==> config.mk <==
export PLATFORM = sky130hd
export DESIGN_NAME = pgx_top
export DESIGN_NICKNAME = d
export VERILOG_FILES = /design/src/rtl/pgx_pkg.sv /design/src/rtl/pgx_tlb.sv /design/src/rtl/pgx_walker.sv /design/src/rtl/pgx_top.sv
export SDC_FILE = /design/constraint.sdc
export NUM_CORES = 2
export LEC_CHECK = 0
export BUFFER_PORTS_ARGS = -buffer_cell sky130_fd_sc_hd__buf_2
export CORE_MARGIN = 2
export CORE_UTILIZATION = 45
export CTS_CLUSTER_DIAMETER = 50
export DETAILED_ROUTE_END_ITERATION = 7
export PLACE_DENSITY = 0.58
export SYNTH_ARGS = -nofsm -noshare
export SYNTH_HDL_FRONTEND = slang
export SYNTH_SLANG_ARGS = --single-unit
export TNS_END_PERCENT = 5
==> constraint.sdc <==
create_clock -name clk -period 9.08 [get_ports clk]
set_input_delay 0.454 -clock clk [delete_from_list [all_inputs] [get_ports clk]]
set_output_delay 0.454 -clock clk [all_outputs]
set_load 0.05 [all_outputs]
==> src/rtl/pgx_pkg.sv <==
package pgx_pkg;
    localparam int ADDR_W = 32;
    localparam int OFF_W  = 12;
    localparam int IDX_W  = 10;
    localparam int VPN_W  = ADDR_W - OFF_W;
    localparam int PFN_W  = ADDR_W - OFF_W;

    typedef enum logic [1:0] {
        WK_IDLE = 2'd0,
        WK_DIR  = 2'd1,
        WK_TBL  = 2'd2
    } wk_state_e;

    typedef struct packed {
        wk_state_e          st;
        logic [ADDR_W-1:0]  laddr;
        logic [PFN_W-1:0]   dfrm;
    } wk_st_t;

    typedef struct packed {
        logic               done;
        logic [ADDR_W-1:0]  paddr;
    } out_st_t;
endpackage

==> src/rtl/pgx_tlb.sv <==
module pgx_tlb
    import pgx_pkg::*;
#(
    parameter int ENTRIES = 32
) (
    input  logic             clk,
    input  logic             rst_n,
    input  logic             flush,
    input  logic             lk_en,
    input  logic [VPN_W-1:0] lk_vpn,
    output logic             lk_hit,
    output logic [PFN_W-1:0] lk_pfn,
    input  logic             fill_en,
    input  logic [VPN_W-1:0] fill_vpn,
    input  logic [PFN_W-1:0] fill_pfn
);
    localparam int SEL_W = (ENTRIES > 1) ? $clog2(ENTRIES) : 1;
    localparam logic [SEL_W-1:0] OLDEST = SEL_W'(ENTRIES - 1);

    typedef struct {
        logic [ENTRIES-1:0] valid;
        logic [VPN_W-1:0]   vpn [ENTRIES];
        logic [PFN_W-1:0]   pfn [ENTRIES];
        logic [SEL_W-1:0]   age [ENTRIES];
    } tlb_st_t;

    tlb_st_t st_q, st_d;

    logic [ENTRIES-1:0] hit_vec;
    logic [ENTRIES-1:0] oldest_vec;
    logic [SEL_W-1:0]   hit_idx, free_idx, oldest_idx, touch_idx;
    logic [PFN_W-1:0]   hit_pfn;
    logic               has_free, touch_en;

    for (genvar g = 0; g < ENTRIES; g++) begin : g_cmp
        assign hit_vec[g]    = st_q.valid[g] && (st_q.vpn[g] == lk_vpn);
        assign oldest_vec[g] = (st_q.age[g] == OLDEST);
    end

    always_comb begin
        hit_idx    = '0;
        hit_pfn    = '0;
        free_idx   = '0;
        oldest_idx = '0;
        has_free   = 1'b0;
        for (int i = 0; i < ENTRIES; i++) begin
            if (hit_vec[i]) begin
                hit_idx = SEL_W'(i);
                hit_pfn = hit_pfn | st_q.pfn[i];
            end
            if (oldest_vec[i]) oldest_idx = SEL_W'(i);
        end
        for (int i = ENTRIES - 1; i >= 0; i--) begin
            if (!st_q.valid[i]) begin
                free_idx = SEL_W'(i);
                has_free = 1'b1;
            end
        end
    end

    assign lk_hit = (|hit_vec) && !flush;
    assign lk_pfn = hit_pfn;

    always_comb begin
        st_d      = st_q;
        touch_en  = 1'b0;
        touch_idx = '0;
        if (flush) begin
            st_d.valid = '0;
        end else if (lk_en && lk_hit) begin
            touch_en  = 1'b1;
            touch_idx = hit_idx;
        end else if (fill_en) begin
            touch_en  = 1'b1;
            touch_idx = has_free ? free_idx : oldest_idx;
            st_d.valid[touch_idx] = 1'b1;
            st_d.vpn[touch_idx]   = fill_vpn;
            st_d.pfn[touch_idx]   = fill_pfn;
        end
        if (touch_en) begin
            for (int j = 0; j < ENTRIES; j++) begin
                if (SEL_W'(j) == touch_idx) begin
                    st_d.age[j] = '0;
                end else if (st_q.age[j] < st_q.age[touch_idx]) begin
                    st_d.age[j] = st_q.age[j] + 1'b1;
                end
            end
        end
    end

    always_ff @(posedge clk or negedge rst_n) begin
        if (!rst_n) begin
            st_q.valid <= '0;
            for (int i = 0; i < ENTRIES; i++) begin
                st_q.vpn[i] <= '0;
                st_q.pfn[i] <= '0;
                st_q.age[i] <= SEL_W'(i);
            end
        end else begin
            st_q <= st_d;
        end
    end

    // a page lives in at most one slot
    p_hit_onehot_r4: assert property (@(posedge clk) disable iff (!rst_n)
        $onehot0(hit_vec));
    // the use ordering always names exactly one oldest slot
    p_lru_unique_r7: assert property (@(posedge clk) disable iff (!rst_n)
        $countones(oldest_vec) == 1);
    // a flush leaves no valid slot behind
    p_flush_clears_r8: assert property (@(posedge clk) disable iff (!rst_n)
        flush |=> (st_q.valid == '0));
endmodule

==> src/rtl/pgx_walker.sv <==
module pgx_walker
    import pgx_pkg::*;
(
    input  logic              clk,
    input  logic              rst_n,
    input  logic              start,
    input  logic [ADDR_W-1:0] start_laddr,
    input  logic [ADDR_W-1:0] dir_base,
    output logic              busy,
    output logic              mem_rd_req,
    output logic [ADDR_W-1:0] mem_rd_addr,
    input  logic              mem_rd_valid,
    input  logic [ADDR_W-1:0] mem_rd_data,
    output logic              fill_en,
    output logic [VPN_W-1:0]  fill_vpn,
    output logic [PFN_W-1:0]  fill_pfn,
    output logic [OFF_W-1:0]  fill_off
);
    wk_st_t st_q, st_d;

    logic [IDX_W-1:0] dir_idx, tbl_idx;

    assign dir_idx = st_q.laddr[ADDR_W-1 -: IDX_W];
    assign tbl_idx = st_q.laddr[OFF_W +: IDX_W];

    assign busy        = (st_q.st != WK_IDLE);
    assign mem_rd_req  = busy;
    assign mem_rd_addr = (st_q.st == WK_DIR) ? {st_q.dfrm, dir_idx, 2'b00}
                                             : {mem_tfrm_q, tbl_idx, 2'b00};
    assign fill_en     = (st_q.st == WK_TBL) && mem_rd_valid;
    assign fill_vpn    = st_q.laddr[ADDR_W-1:OFF_W];
    assign fill_pfn    = mem_rd_data[ADDR_W-1:OFF_W];
    assign fill_off    = st_q.laddr[OFF_W-1:0];

    logic [PFN_W-1:0] mem_tfrm_q, mem_tfrm_d;

    always_comb begin
        st_d       = st_q;
        mem_tfrm_d = mem_tfrm_q;
        unique case (st_q.st)
            WK_IDLE: if (start) begin
                st_d.st    = WK_DIR;
                st_d.laddr = start_laddr;
                st_d.dfrm  = dir_base[ADDR_W-1:OFF_W];
            end
            WK_DIR: if (mem_rd_valid) begin
                st_d.st    = WK_TBL;
                mem_tfrm_d = mem_rd_data[ADDR_W-1:OFF_W];
            end
            WK_TBL: if (mem_rd_valid) st_d.st = WK_IDLE;
            default: st_d.st = WK_IDLE;
        endcase
    end

    always_ff @(posedge clk or negedge rst_n) begin
        if (!rst_n) begin
            st_q       <= '{st: WK_IDLE, laddr: '0, dfrm: '0};
            mem_tfrm_q <= '0;
        end else begin
            st_q       <= st_d;
            mem_tfrm_q <= mem_tfrm_d;
        end
    end

    // an unanswered read holds its request and address
    p_hold_req_r6: assert property (@(posedge clk) disable iff (!rst_n)
        (mem_rd_req && !mem_rd_valid) |=> (mem_rd_req && $stable(mem_rd_addr)));
    // entry addresses are word aligned
    p_word_aligned_r1: assert property (@(posedge clk) disable iff (!rst_n)
        mem_rd_req |-> (mem_rd_addr[1:0] == 2'b00));
endmodule

==> src/rtl/pgx_top.sv <==
module pgx_top
    import pgx_pkg::*;
#(
    parameter int TLB_ENTRIES = 32
) (
    input  logic        clk,
    input  logic        rst_n,
    input  logic        flush,
    input  logic [31:0] dir_base,
    input  logic        req_valid,
    input  logic [31:0] req_laddr,
    output logic        done,
    output logic [31:0] paddr,
    output logic        mem_rd_req,
    output logic [31:0] mem_rd_addr,
    input  logic        mem_rd_valid,
    input  logic [31:0] mem_rd_data
);
    out_st_t out_q, out_d;

    logic             busy, lk_en, lk_hit, fill_en, start;
    logic [PFN_W-1:0] lk_pfn, fill_pfn;
    logic [VPN_W-1:0] fill_vpn;
    logic [OFF_W-1:0] fill_off;

    assign lk_en = req_valid && !busy;
    assign start = lk_en && !lk_hit;

    pgx_tlb #(.ENTRIES(TLB_ENTRIES)) u_tlb (
        .clk      (clk),
        .rst_n    (rst_n),
        .flush    (flush),
        .lk_en    (lk_en),
        .lk_vpn   (req_laddr[ADDR_W-1:OFF_W]),
        .lk_hit   (lk_hit),
        .lk_pfn   (lk_pfn),
        .fill_en  (fill_en),
        .fill_vpn (fill_vpn),
        .fill_pfn (fill_pfn)
    );

    pgx_walker u_walk (
        .clk          (clk),
        .rst_n        (rst_n),
        .start        (start),
        .start_laddr  (req_laddr),
        .dir_base     (dir_base),
        .busy         (busy),
        .mem_rd_req   (mem_rd_req),
        .mem_rd_addr  (mem_rd_addr),
        .mem_rd_valid (mem_rd_valid),
        .mem_rd_data  (mem_rd_data),
        .fill_en      (fill_en),
        .fill_vpn     (fill_vpn),
        .fill_pfn     (fill_pfn),
        .fill_off     (fill_off)
    );

    always_comb begin
        out_d      = out_q;
        out_d.done = 1'b0;
        if (lk_en && lk_hit) begin
            out_d.done  = 1'b1;
            out_d.paddr = {lk_pfn, req_laddr[OFF_W-1:0]};
        end else if (fill_en) begin
            out_d.done  = 1'b1;
            out_d.paddr = {fill_pfn, fill_off};
        end
    end

    always_ff @(posedge clk or negedge rst_n) begin
        if (!rst_n) out_q <= '{done: 1'b0, paddr: '0};
        else        out_q <= out_d;
    end

    assign done  = out_q.done;
    assign paddr = out_q.paddr;

    // a hit answers next cycle without touching memory
    p_hit_one_cycle_r4: assert property (@(posedge clk) disable iff (!rst_n)
        (req_valid && !mem_rd_req && lk_hit) |=> (done && !mem_rd_req));
    // no result while a read is outstanding
    p_done_idle_r5: assert property (@(posedge clk) disable iff (!rst_n)
        done |-> !mem_rd_req);
endmodule

==> summary by stage <==
Route
The final routed wire length divided by cell count is between 30 and 40 µm. After detailed routing, the number of remaining DRC violations is 0. The remaining number of nets flagged by the antenna check after routing is 0.

After detailed routing, the number of vias per cell comes to between 6 and 7. The first detailed-routing pass ran for 7 iterations. The violation count after the first detailed-route iteration is 5442. The routed layout has around 60000 vias.

For this block, the routed nets add up to around 290000 µm of wire.

STA
The maximum clock frequency is 0.1294 GHz. The transition time of the tightest slew-check pin is 1.200 ns. The final max-slew violation count was 0. The time the final worst path needs with I/O delays and setup is 7.725 ns.

The worst clock skew is 0.04911 ns. The worst slew margin relative to its limit is 19.29%. Setup violations remaining at the end of the flow were counted as 0. The total negative slack is 0 ns. The number of failing hold endpoints at the final stage was 0. The worst path setup slack after routing is 1.355 ns. Setup repair after global routing left no endpoint under its margin. The post-route clock period utilization is 85.08%.

Global route
Global routing consumed, over all layers together, 30.66% of the routing resources. After global routing the overflow that remains totals 0. Entering global routing, the biggest net connects 164 pins. The global-route wire length before repair is between 400000 and 500000 µm. The via count of the first global-routing pass is slightly above 60000. The initial antenna violation count is 4.

Synthesis
Synthesis inferred 1579 register bits. Yosys printed 0 warnings. The async set or reset register ratio after synthesis is 100.0%. Synthesis produced a netlist whose cell count is about 6900. The synthesized netlist occupies a cell area of 82600 µm². For this run, the register share of the synthesized area comes to between 40 and 50%.

The predominant post-synthesis flop cell is sky130_fd_sc_hd__dfrtp_1. The synthesized design contains 0 enable-type register cells. The distinct cell type count of the synthesized netlist is 101.

The average instance in the mapped netlist occupies 11.93 µm².

Layout
The area growth from synthesis to layout is 13.26%. The count of nets after finishing is 7314. The fraction of final layout cells sized beyond drive strength 1 is 32.48%.

Die
The core box area is 182700 µm². Row generation in the floorplan step produced 157 rows. The height of the chip is ~430 µm. The number of top-level pins is 167. The die is 432.4 µm wide. The floorplan step defined a die boundary enclosing between 150000 and 200000 µm². The initial standard-cell utilization of the core is 45.21%.

Placement
The setup slack after placement is 1.037 ns. The number of I/O port buffers is 140. The congestion estimate from routability-driven global placement came to 0.8969.

After legalization and detailed placement, the total HPWL measured 168000 µm.

Setup path
The longest individual stage delay on the worst path is 0.58 ns. Data on the critical path is required at its endpoint by 9.80 ns. The setup path with the least slack is of type flip-flop to flip-flop. For the worst setup path, the data arrival time is 8.44 ns. STA classifies the critical path startpoint as a flip-flop. The kind of end point of the critical path is a flip-flop.

The largest fanout on the critical path is 15. The cell class contributing the biggest share of worst-path delay is compound AO/OA/AOI/OAI gates. The slowest stage of the critical path is the sky130_fd_sc_hd__dfstp_2 cell.

The setup slack on the worst flop-to-flop path is 1.35 ns. The number of buffer and inverter instances along the worst setup path is 4.

CTS
The number of buffers added by the clock tree synthesis step is 195. The root cell of the clock tree is sky130_fd_sc_hd__clkbuf_16. The post-cts repair resize count is 0.

The clock-pin slew on the worst setup and hold paths is 0.06 ns. TritonCTS built the clock tree. The number of buffers between clock root and the deepest sink is 3. The tree built by TritonCTS fans out to between 1500 and 2000 sinks. At the later pin of the worst-skew pair, clock insertion delay measures 0.88 ns. The H-tree generated during clock tree synthesis spans 4 levels.

Pwr
The worst vdd rail ir drop is 0.0002916 V. The leakage dissipation is 43.30 nW. The ratio of total power to cell area is 210.9 nW/µm².

Worst hold path
The type of the tightest min-delay check is input pin to flip-flop.

Run status
The run finished with clean final reports.

Run
Across the run, the number of max-cap violations was 0.
-- repair_timing --
action	CTS	global route
hold endpoints to repair	172	0
hold buffers	34	0
buffers inserted	0	0
-- report_power, final --
part           internal [W]  switching, W
logic              0.000982       0.00280
clock network       0.00491       0.00327
registers           0.00748      0.000292
-- layer usage --
layer / global-route usage (%) / wire [µm] / vias up
met5: 0 / 0 / -
met4: 11.94 / 11640 / 0
met3: 5.167 / 18650 / 585
met2: 49.84 / 135600 / 2208
met1: 40.87 / 122500 / 31752
li1: - / - / 25838
-- cell type report --
class,count,area (µm²)
multi-input combinational,4787,40780
sequential,1579,39640
inverter,66,247.7
tap,2385,2984
clock inverter,90,1080
clock buffer,273,5729
timing repair buffer,393,3088
antenna,1,2.502
fill,16028,89140
-- cells in the final DEF (no fill, tap or decap), drive strengths merged, types with 163 or more instances in the layout --
cell and count:
buf 359, ha 191, nand4 210, dfrtp 1499, mux2 1385, nand2 314, xnor2 386, xor2 270
clkbuf 273, nor2 172, a21oi 163
-- tightest hold or removal path, stage by stage --
cell and delay, ns:
sky130_fd_sc_hd__buf_2 0.13, sky130_fd_sc_hd__clkinv_1 0.18, sky130_fd_sc_hd__a21o_1 0.15
-- through the flow --
| step | hold slack [ns] | power (W) | instances | utilization (%) | cell area (µm²) |
|---|---|---|---|---|---|
| 6_report | 0.09664 | 0.01973 | 9574 | 51.21 | 93550 |
| 5_1_grt | 0.06732 | 0.02032 | 9573 | 51.21 | 93550 |
| 4_1_cts | 0.03477 | 0.01979 | 9573 | 51.21 | 93550 |
| 3_5_place_dp | 0.4604 | 0.01161 | 9176 | 47.29 | 86400 |
| 3_3_place_gp | 0.4571 | 0.01156 | 9176 | 47.29 | 86400 |
| 2_1_floorplan | 0.1584 | 0.009978 | 6926 | - | 82600 |
-- worst paths after layout --
check                                            startpoint                               to  cells after the start
worst max register to register  u_tlb.st_q[126]$_DFFE_PN1P_       u_tlb.st_q[94]$_DFFE_PN0P_                     28
worst min register to register         paddr[5]$_DFFE_PN0N_             paddr[5]$_DFFE_PN0N_                      2
max in group asynchronous                             rst_n  u_walk.fill_vpn[11]$_DFFE_PN0P_                      4
min in group asynchronous                             rst_n                        async pin                      2
worst min-delay path                                  flush     u_tlb.st_q[1468]$_DFFE_PN0P_                      3
worst max-delay path            u_tlb.st_q[126]$_DFFE_PN1P_       u_tlb.st_q[94]$_DFFE_PN0P_                     28
-- synthesized netlist by cell type, drive strengths merged (23+ instances only) --
master | count | area share [%]
ha | 191 | 2.9
o211ai | 37 | 0.34
nand4 | 210 | 1.6
nand2b | 35 | 0.27
nor4 | 133 | 1.0
a221oi | 126 | 1.3
a22oi | 92 | 0.84
a21o | 77 | 0.70
xnor2 | 386 | 4.1
and3 | 85 | 0.64
nor4b | 31 | 0.35
nor2 | 172 | 0.78
mux2i | 68 | 0.82
nand4b | 24 | 0.25
clkbuf | 285 | 1.3
nor3 | 68 | 0.41
buf | 209 | 1.5
a211oi | 70 | 0.68
or4 | 27 | 0.25
dfrtp | 1499 | 45
dfstp | 80 | 2.5
and4 | 50 | 0.53
a22o | 123 | 1.3
mux2 | 1385 | 19
xor2 | 270 | 2.9
nand2 | 314 | 1.4
o21ai | 93 | 0.57
nand3 | 138 | 0.84
and2 | 57 | 0.43
or3b | 26 | 0.28
a2111oi | 23 | 0.41
inv | 65 | 0.30
a21oi | 163 | 1.0
nor3b | 25 | 0.23
-- cell families after synthesis --
| kind of cell | count (synthesis) | share of synthesized area, % |
|---|---|---|
| flops | 1579 | 47.96 |
| simple gates | 1486 | 10.10 |
| mux | 1455 | 19.76 |
| compound gates | 997 | 9.260 |
| xor+xnor | 656 | 6.965 |
| buf+inv | 560 | 3.055 |
| fa+ha+maj | 191 | 2.893 |
| other cells | 1 | 0.004540 |
(Power assumes the default switching activity.)
